===== config.mk =====
export PLATFORM = sky130hd
export DESIGN_NAME = moddiv_core
export DESIGN_NICKNAME = d
export VERILOG_FILES = /design/src/rtl/moddiv_pkg.sv /design/src/rtl/moddiv_stage.sv /design/src/rtl/moddiv_cmp.sv /design/src/rtl/moddiv_ctrl.sv /design/src/rtl/moddiv_core.sv
export SDC_FILE = /design/constraint.sdc
export NUM_CORES = 1
export LEC_CHECK = 0
export BUFFER_PORTS_ARGS = -buffer_cell sky130_fd_sc_hd__buf_2
export CORE_UTILIZATION = 53
export DETAILED_ROUTE_END_ITERATION = 10
export GPL_ROUTABILITY_DRIVEN = 1
export PLACE_DENSITY = 0.77
export SLEW_MARGIN = 10
export SYNTH_ARGS = -nofsm -noshare
export SYNTH_HDL_FRONTEND = slang
export SYNTH_SLANG_ARGS = --single-unit
export TNS_END_PERCENT = 1

===== constraint.sdc =====
create_clock -name clk_i -period 3.1 [get_ports clk_i]
set_clock_uncertainty 0.15 [all_clocks]
set_input_delay 0.31 -clock clk_i [delete_from_list [all_inputs] [get_ports clk_i]]
set_output_delay 0.31 -clock clk_i [all_outputs]
set_load 0.02 [all_outputs]

===== src/rtl/moddiv_pkg.sv =====
package moddiv_pkg;

    typedef enum logic [1:0] {
        ST_ARM   = 2'd0,
        ST_RUN   = 2'd1,
        ST_STALL = 2'd2
    } div_state_e;

endpackage


===== src/rtl/moddiv_stage.sv =====
module moddiv_stage #(
    parameter int unsigned W = 4
) (
    input  logic         clk_i,
    input  logic         rst_ni,
    input  logic         clr_i,
    input  logic         inc_i,
    output logic [W-1:0] q_o,
    output logic         carry_o
);

    logic [W-1:0] q_q;

    always_ff @(posedge clk_i or negedge rst_ni) begin
        if (!rst_ni) begin
            q_q <= '0;
        end else if (clr_i) begin
            q_q <= '0;
        end else if (inc_i) begin
            q_q <= q_q + 1'b1;
        end
    end

    assign carry_o = inc_i & (&q_q);
    assign q_o     = q_q;

    // a full slice that is told to advance rolls over to zero
    p_stage_rollover_r8: assert property (@(posedge clk_i) disable iff (!rst_ni)
        (inc_i && !clr_i && (&q_q)) |=> (q_q == '0));

    // without an advance or clear, the slice keeps its value
    p_stage_quiet_r8: assert property (@(posedge clk_i) disable iff (!rst_ni)
        (!inc_i && !clr_i) |=> $stable(q_q));

endmodule


===== src/rtl/moddiv_cmp.sv =====
module moddiv_cmp #(
    parameter int unsigned CNT_W   = 16,
    parameter int unsigned STAGE_W = 4
) (
    input  logic [CNT_W-1:0] count_i,
    input  logic [CNT_W-1:0] ratio_i,
    output logic             hit_term_o,
    output logic             hit_half_o
);

    localparam int unsigned NSTG = CNT_W / STAGE_W;

    logic [CNT_W-1:0] term_val;
    logic [CNT_W-1:0] half_val;
    logic [NSTG-1:0]  eq_term;
    logic [NSTG-1:0]  eq_half;

    // terminal count is N-1; half point is ceil(N/2)-1
    assign term_val = ratio_i - 1'b1;
    assign half_val = (ratio_i >> 1) + {{(CNT_W-1){1'b0}}, ratio_i[0]} - 1'b1;

    for (genvar g = 0; g < NSTG; g++) begin : g_slice
        assign eq_term[g] = (count_i[g*STAGE_W +: STAGE_W] == term_val[g*STAGE_W +: STAGE_W]);
        assign eq_half[g] = (count_i[g*STAGE_W +: STAGE_W] == half_val[g*STAGE_W +: STAGE_W]);
    end

    assign hit_term_o = &eq_term;
    assign hit_half_o = &eq_half;

endmodule


===== src/rtl/moddiv_ctrl.sv =====
module moddiv_ctrl
    import moddiv_pkg::*;
#(
    parameter int unsigned CNT_W      = 16,
    parameter bit          SMALL_HOLD = 1'b1
) (
    input  logic             clk_i,
    input  logic             rst_ni,
    input  logic             en_i,
    input  logic [CNT_W-1:0] ratio_i,
    input  logic             hit_term_i,
    input  logic             hit_half_i,
    output logic             clr_o,
    output logic             inc_o,
    output logic [CNT_W-1:0] ratio_q_o,
    output logic             running_o,
    output logic             div_o
);

    div_state_e       state_q, state_d;
    logic [CNT_W-1:0] ratio_q;
    logic             div_q, div_d;
    logic             load;
    logic             small_in;
    logic             valid_in;
    logic [CNT_W-1:0] eff_in;

    assign small_in = (ratio_i < CNT_W'(2));
    assign valid_in = !small_in || !SMALL_HOLD;
    assign eff_in   = small_in ? CNT_W'(2) : ratio_i;

    // next-state decision
    always_comb begin
        state_d = state_q;
        unique case (state_q)
            ST_ARM, ST_STALL: begin
                if (en_i && valid_in) state_d = ST_RUN;
            end
            ST_RUN: begin
                if (en_i && hit_term_i && !valid_in) state_d = ST_STALL;
            end
            default: state_d = ST_ARM;
        endcase
    end

    // state register
    always_ff @(posedge clk_i or negedge rst_ni) begin
        if (!rst_ni) state_q <= ST_ARM;
        else         state_q <= state_d;
    end

    // counter commands and divided-output next value
    always_comb begin
        clr_o = 1'b0;
        inc_o = 1'b0;
        load  = 1'b0;
        div_d = div_q;
        unique case (state_q)
            ST_ARM, ST_STALL: begin
                div_d = 1'b0;
                if (en_i && valid_in) begin
                    inc_o = 1'b1;
                    load  = 1'b1;
                    div_d = (eff_in >= CNT_W'(3));
                end
            end
            ST_RUN: begin
                if (en_i) begin
                    if (hit_term_i) begin
                        clr_o = 1'b1;
                        load  = valid_in;
                        div_d = valid_in;
                    end else begin
                        inc_o = 1'b1;
                        if (hit_half_i) div_d = 1'b0;
                    end
                end
            end
            default: div_d = 1'b0;
        endcase
    end

    always_ff @(posedge clk_i or negedge rst_ni) begin
        if (!rst_ni) begin
            ratio_q <= '0;
            div_q   <= 1'b0;
        end else begin
            if (load) ratio_q <= eff_in;
            div_q <= div_d;
        end
    end

    assign ratio_q_o = ratio_q;
    assign running_o = (state_q == ST_RUN);
    assign div_o     = div_q;

    // a disabled edge leaves state, ratio and output untouched
    p_idle_hold_r2: assert property (@(posedge clk_i) disable iff (!rst_ni)
        !en_i |=> ($stable(state_q) && $stable(ratio_q) && $stable(div_q)));

    // the ratio in use only moves at a wrap
    p_ratio_steady_r5: assert property (@(posedge clk_i) disable iff (!rst_ni)
        (state_q == ST_RUN && !(en_i && hit_term_i)) |=> $stable(ratio_q));

    // passing the half point drops the divided output
    p_half_drop_r4: assert property (@(posedge clk_i) disable iff (!rst_ni)
        (state_q == ST_RUN && en_i && hit_half_i && !hit_term_i) |=> !div_q);

    // a wrap into a usable ratio raises the divided output
    p_wrap_rise_r4: assert property (@(posedge clk_i) disable iff (!rst_ni)
        (state_q == ST_RUN && en_i && hit_term_i && valid_in) |=> div_q);

    // outside ST_RUN the divided output is low
    p_stall_low_r7: assert property (@(posedge clk_i) disable iff (!rst_ni)
        (state_q != ST_RUN) |-> !div_q);

endmodule


===== src/rtl/moddiv_core.sv =====
module moddiv_core
    import moddiv_pkg::*;
#(
    parameter int unsigned CNT_W      = 16,
    parameter int unsigned STAGE_W    = 4,
    parameter bit          SMALL_HOLD = 1'b1
) (
    input  logic             clk_i,
    input  logic             rst_ni,
    input  logic             en_i,
    input  logic [CNT_W-1:0] ratio_i,
    output logic [CNT_W-1:0] count_o,
    output logic             term_o,
    output logic             div_o
);

    localparam int unsigned NSTG = CNT_W / STAGE_W;

    logic             clr;
    logic             inc;
    logic             running;
    logic             hit_term;
    logic             hit_half;
    logic [CNT_W-1:0] ratio_q;
    logic [CNT_W-1:0] count;
    logic [NSTG:0]    chain;

    assign chain[0] = inc;

    for (genvar g = 0; g < NSTG; g++) begin : g_stage
        moddiv_stage #(
            .W (STAGE_W)
        ) stage_i (
            .clk_i   (clk_i),
            .rst_ni  (rst_ni),
            .clr_i   (clr),
            .inc_i   (chain[g]),
            .q_o     (count[g*STAGE_W +: STAGE_W]),
            .carry_o (chain[g+1])
        );
    end

    moddiv_cmp #(
        .CNT_W   (CNT_W),
        .STAGE_W (STAGE_W)
    ) cmp_i (
        .count_i    (count),
        .ratio_i    (ratio_q),
        .hit_term_o (hit_term),
        .hit_half_o (hit_half)
    );

    moddiv_ctrl #(
        .CNT_W      (CNT_W),
        .SMALL_HOLD (SMALL_HOLD)
    ) ctrl_i (
        .clk_i      (clk_i),
        .rst_ni     (rst_ni),
        .en_i       (en_i),
        .ratio_i    (ratio_i),
        .hit_term_i (hit_term),
        .hit_half_i (hit_half),
        .clr_o      (clr),
        .inc_o      (inc),
        .ratio_q_o  (ratio_q),
        .running_o  (running),
        .div_o      (div_o)
    );

    assign count_o = count;
    assign term_o  = running & hit_term;

    // the count holds across a disabled edge
    p_count_hold_r2: assert property (@(posedge clk_i) disable iff (!rst_ni)
        !en_i |=> $stable(count));

    // an enabled terminal cycle is followed by zero
    p_wrap_zero_r3: assert property (@(posedge clk_i) disable iff (!rst_ni)
        (term_o && en_i) |=> (count == '0));

    // while running the count stays below the ratio in use
    p_in_range_r3: assert property (@(posedge clk_i) disable iff (!rst_ni)
        running |-> (count < ratio_q));

    // an enabled non-terminal running cycle advances by one
    p_step_r3: assert property (@(posedge clk_i) disable iff (!rst_ni)
        (running && en_i && !hit_term) |=> (count == $past(count) + 1'b1));

    // when not running the count sits at zero and no terminal flag shows
    p_idle_zero_r7: assert property (@(posedge clk_i) disable iff (!rst_ni)
        !running |-> (count == '0 && !term_o));

endmodule


==> results_dict.tcl <==
set metrics [dict create \
    outcome "finished with violations" \
    violations "setup timing" \
    dr.pass1.iters 4 \
    tns_ns -0.0143 \
    io_pins 37 \
    synth_area_leader_cell "dfrtp_1" \
    die_h_um 75.1 \
    yosys_warnings 0 \
    worst_pin_slew_ns 0.788 \
    final_common_cell "buf_2" \
    root_buffer "clkbuf_8" \
    clkPwrFrac_pct 17.4 \
    synth_edf_count 0 \
    initial_core_util_pct 55.0 \
    antenna_found_initial 0 \
    fmax_mhz 322 \
    globalRouteTotalUtil_pct 27.7 \
    syn_inst 295 \
    crit_arrival_ns 3.14 \
    netlist_area_sq_um 2830 \
    cts_tree "done" \
    synthDominantCellAreaShare_pct 31.0 \
    drt_iter0_markers 145 \
    slew_violations 0 \
    synth.net_count 321 \
    holdCritStartpoint "ratio_i[3]" \
    internal_power_uw 1660 \
    avgSynthCellArea_sq_um 9.59 \
    startpoint "ctrl_i.ratio_q_o[9]" \
    r2r_slack_ns -0.008 \
    combPwrFrac_pct 52.4 \
    p_leak_uw 0.00151 \
    r2r-start "ctrl_i.ratio_q_o[9]" \
    worst_setup_path_start_kind "register" \
    vias 2434 \
    grt_pass1_wl_um 11500 \
    synth_cell_types 63 \
    syn2layout_area_growth_pct 18.5 \
    pwr_density_cell_nw_per_um2 849 \
    place_congestion 0.922 \
    nets 373 \
    grt-ovfl-total 0 \
    cts_setup_buffers 0 \
    finalHoldViolations 0 \
    fillCellCount 456 \
    clk_pin_slew_worst_paths_ns 0.08 \
    setup_slack_ns -0.00778 \
    seqPwrFrac_pct 30.3 \
    wl_per_cell_um 16.8 \
    htreeDepth 2 \
    die_area_sq_um 5630 \
    required_ns 3.13 \
    power.net_switching_uw 1180 \
    fin_total_pwr_uw 2850 \
    critPathKind "register to register" \
    fp.dieW_um 75.1 \
    io_buffer_count 36 \
    switching_share_pct 41.5 \
    maxCapViolations 0 \
    diodes 0 \
    r2r_cells 9 \
    drc_errors 0 \
    ys.flop_type "dfrtp_1" \
    core-area_sq_um 5140 \
    synth_area_leaders "dfrtp_1 31%, xnor2_1 10%, xor2_1 5.6%, mux2_4 4.2%, nor2_1 3.7%" \
    fin_crit_ns 3.11 \
    clk_latency_ns 0.29 \
    peakVddDrop_mv 0.434 \
    postRouteAntennaNets 0 \
    hp-class "input port to register" \
    min_to "ctrl_i.ratio_q_o[3]" \
    finalWirelength_um 7010 \
    yosysSeqAreaShare_pct 31.0 \
    grt_pass1_vias 2385 \
    slew_headroom_pct 47.5 \
    via_per_inst 5.82 \
    synthArstFlopShare_pct 100 \
    setup_violations 3 \
    cp-end-kind "register" \
    rows 26 \
    fin_crit_sh_pct 100 \
    rsz0062_at_grt "true" \
    ys_seq_elements 35 \
    holdPathStages 2 \
    dpl.hpwl_um 5470 \
    grt_max_degree 36 \
    cts_buffer_depth 2 \
    r2r_end "ctrl_i.ratio_q_o[6]" \
    layout-drive-gt1-share_pct 29.6 \
    numCtsBuffers 5 \
    layout_common_cells "36 x buf_2, 34 x dfrtp_1, 33 x xnor2_1, 28 x nor2_1, 25 x buf_4" \
    cts_sinks 35 \
    worstPathMaxFanout 16 \
]
how the worst max path moves through the flow:
stage | end | slack (ns)
after CTS | ctrl_i.ratio_q_o[6] | 0.003
after detailed placement | ctrl_i.ratio_q_o[6] | 0.002
after floorplan | ctrl_i.ratio_q_o[10] | 0.01
final | ctrl_i.ratio_q_o[6] | -0.008
after global routing | ctrl_i.ratio_q_o[4] | -0.14
after global placement | ctrl_i.ratio_q_o[4] | 0.08
routing by layer:
metal  vias up  part of all wire (%)  global-route usage, %
li1       1173                     -                      -
met1      1178                    43                   35.3
met2        66                    49                   46.5
met3        17                   4.6                   4.69
met4         0                   3.1                   11.5
met5         -                     0                      0
flip-flops by register name, summed over array words and instances, names as in the netlist:
signal and cells:
ctrl_i.state_q 2, ctrl_i.div_o 1, ctrl_i.ratio_q_o 16, g_stage.stage_i.q_o 16
per-stage QoR:
stage	util, %	hold slack (ns)	setup slack (ns)	area (sq um)	instances
floorplan	-	-0.136	0.0150	2870	295
detailed placement	62.2	0.287	0.00187	3200	409
global placement	62.2	0.287	0.0818	3200	409
CTS	65.0	0.111	0.00287	3340	418
global route	65.2	0.104	-0.136	3350	418
finish	65.2	0.115	-0.00778	3350	418
worst max-delay path: stages (launching register included):
cell	delay (ns)
dfrtp_1	0.45
nor4_4	0.35
nand4_1	0.23
or3b_1	0.40
a211o_1	0.30
nand2_2	0.11
nand4_4	0.14
o31ai_4	0.31
buf_12	0.20
mux2_2	0.35
synthesized netlist by cell type, types with 6 or more instances:
library cell,number
mux2_4,8
ha_1,7
mux2_2,6
nand4_1,6
nand3_1,12
inv_1,8
nand2_1,12
o21ai_0,6
xor2_1,18
a21oi_1,10
xnor2_1,33
nor4_1,7
dfrtp_1,35
a211oi_1,7
nor2_1,28
layout make-up:
type | instances | area (sq um) | area share, %
Multi-Input combinational cell | 234 | 1830 | 54.5
Sequential cell | 35 | 877 | 26.2
Clock inverter | 2 | 60.1 | 1.79
Clock buffer | 6 | 72.6 | 2.16
Timing Repair Buffer | 63 | 398 | 11.9
Inverter | 8 | 30.0 | 0.896
Tap cell | 70 | 87.6 | 2.61
logic make-up after synthesis:
kind of cell	Yosys count	synth area share [%]
AOI/OAI and AO/OA	50	12.8
xor gates and xnor gates	51	15.8
adders and majority gates	7	3.10
buffers and inverters	26	6.32
DFF	35	31.0
muxes	19	8.40
and+or+nand+nor	107	22.6
power by group through the flow:
stage	logic [uW]	clock network (uW)	registers [uW]
detailed placement	1460	0	860
global placement	1430	0	853
floorplan	1230	0	753
CTS	1480	501	855
finish	1490	495	861
global route	1640	517	887
timing repair:
item,CTS,global route
hold endpoints to repair,35,0
endpoints found under the setup margin,6,19
gates cloned,0,0
resized for setup,1,2
hold buffers,1,0
No activity file was read; power rests on OpenSTA's default activity.
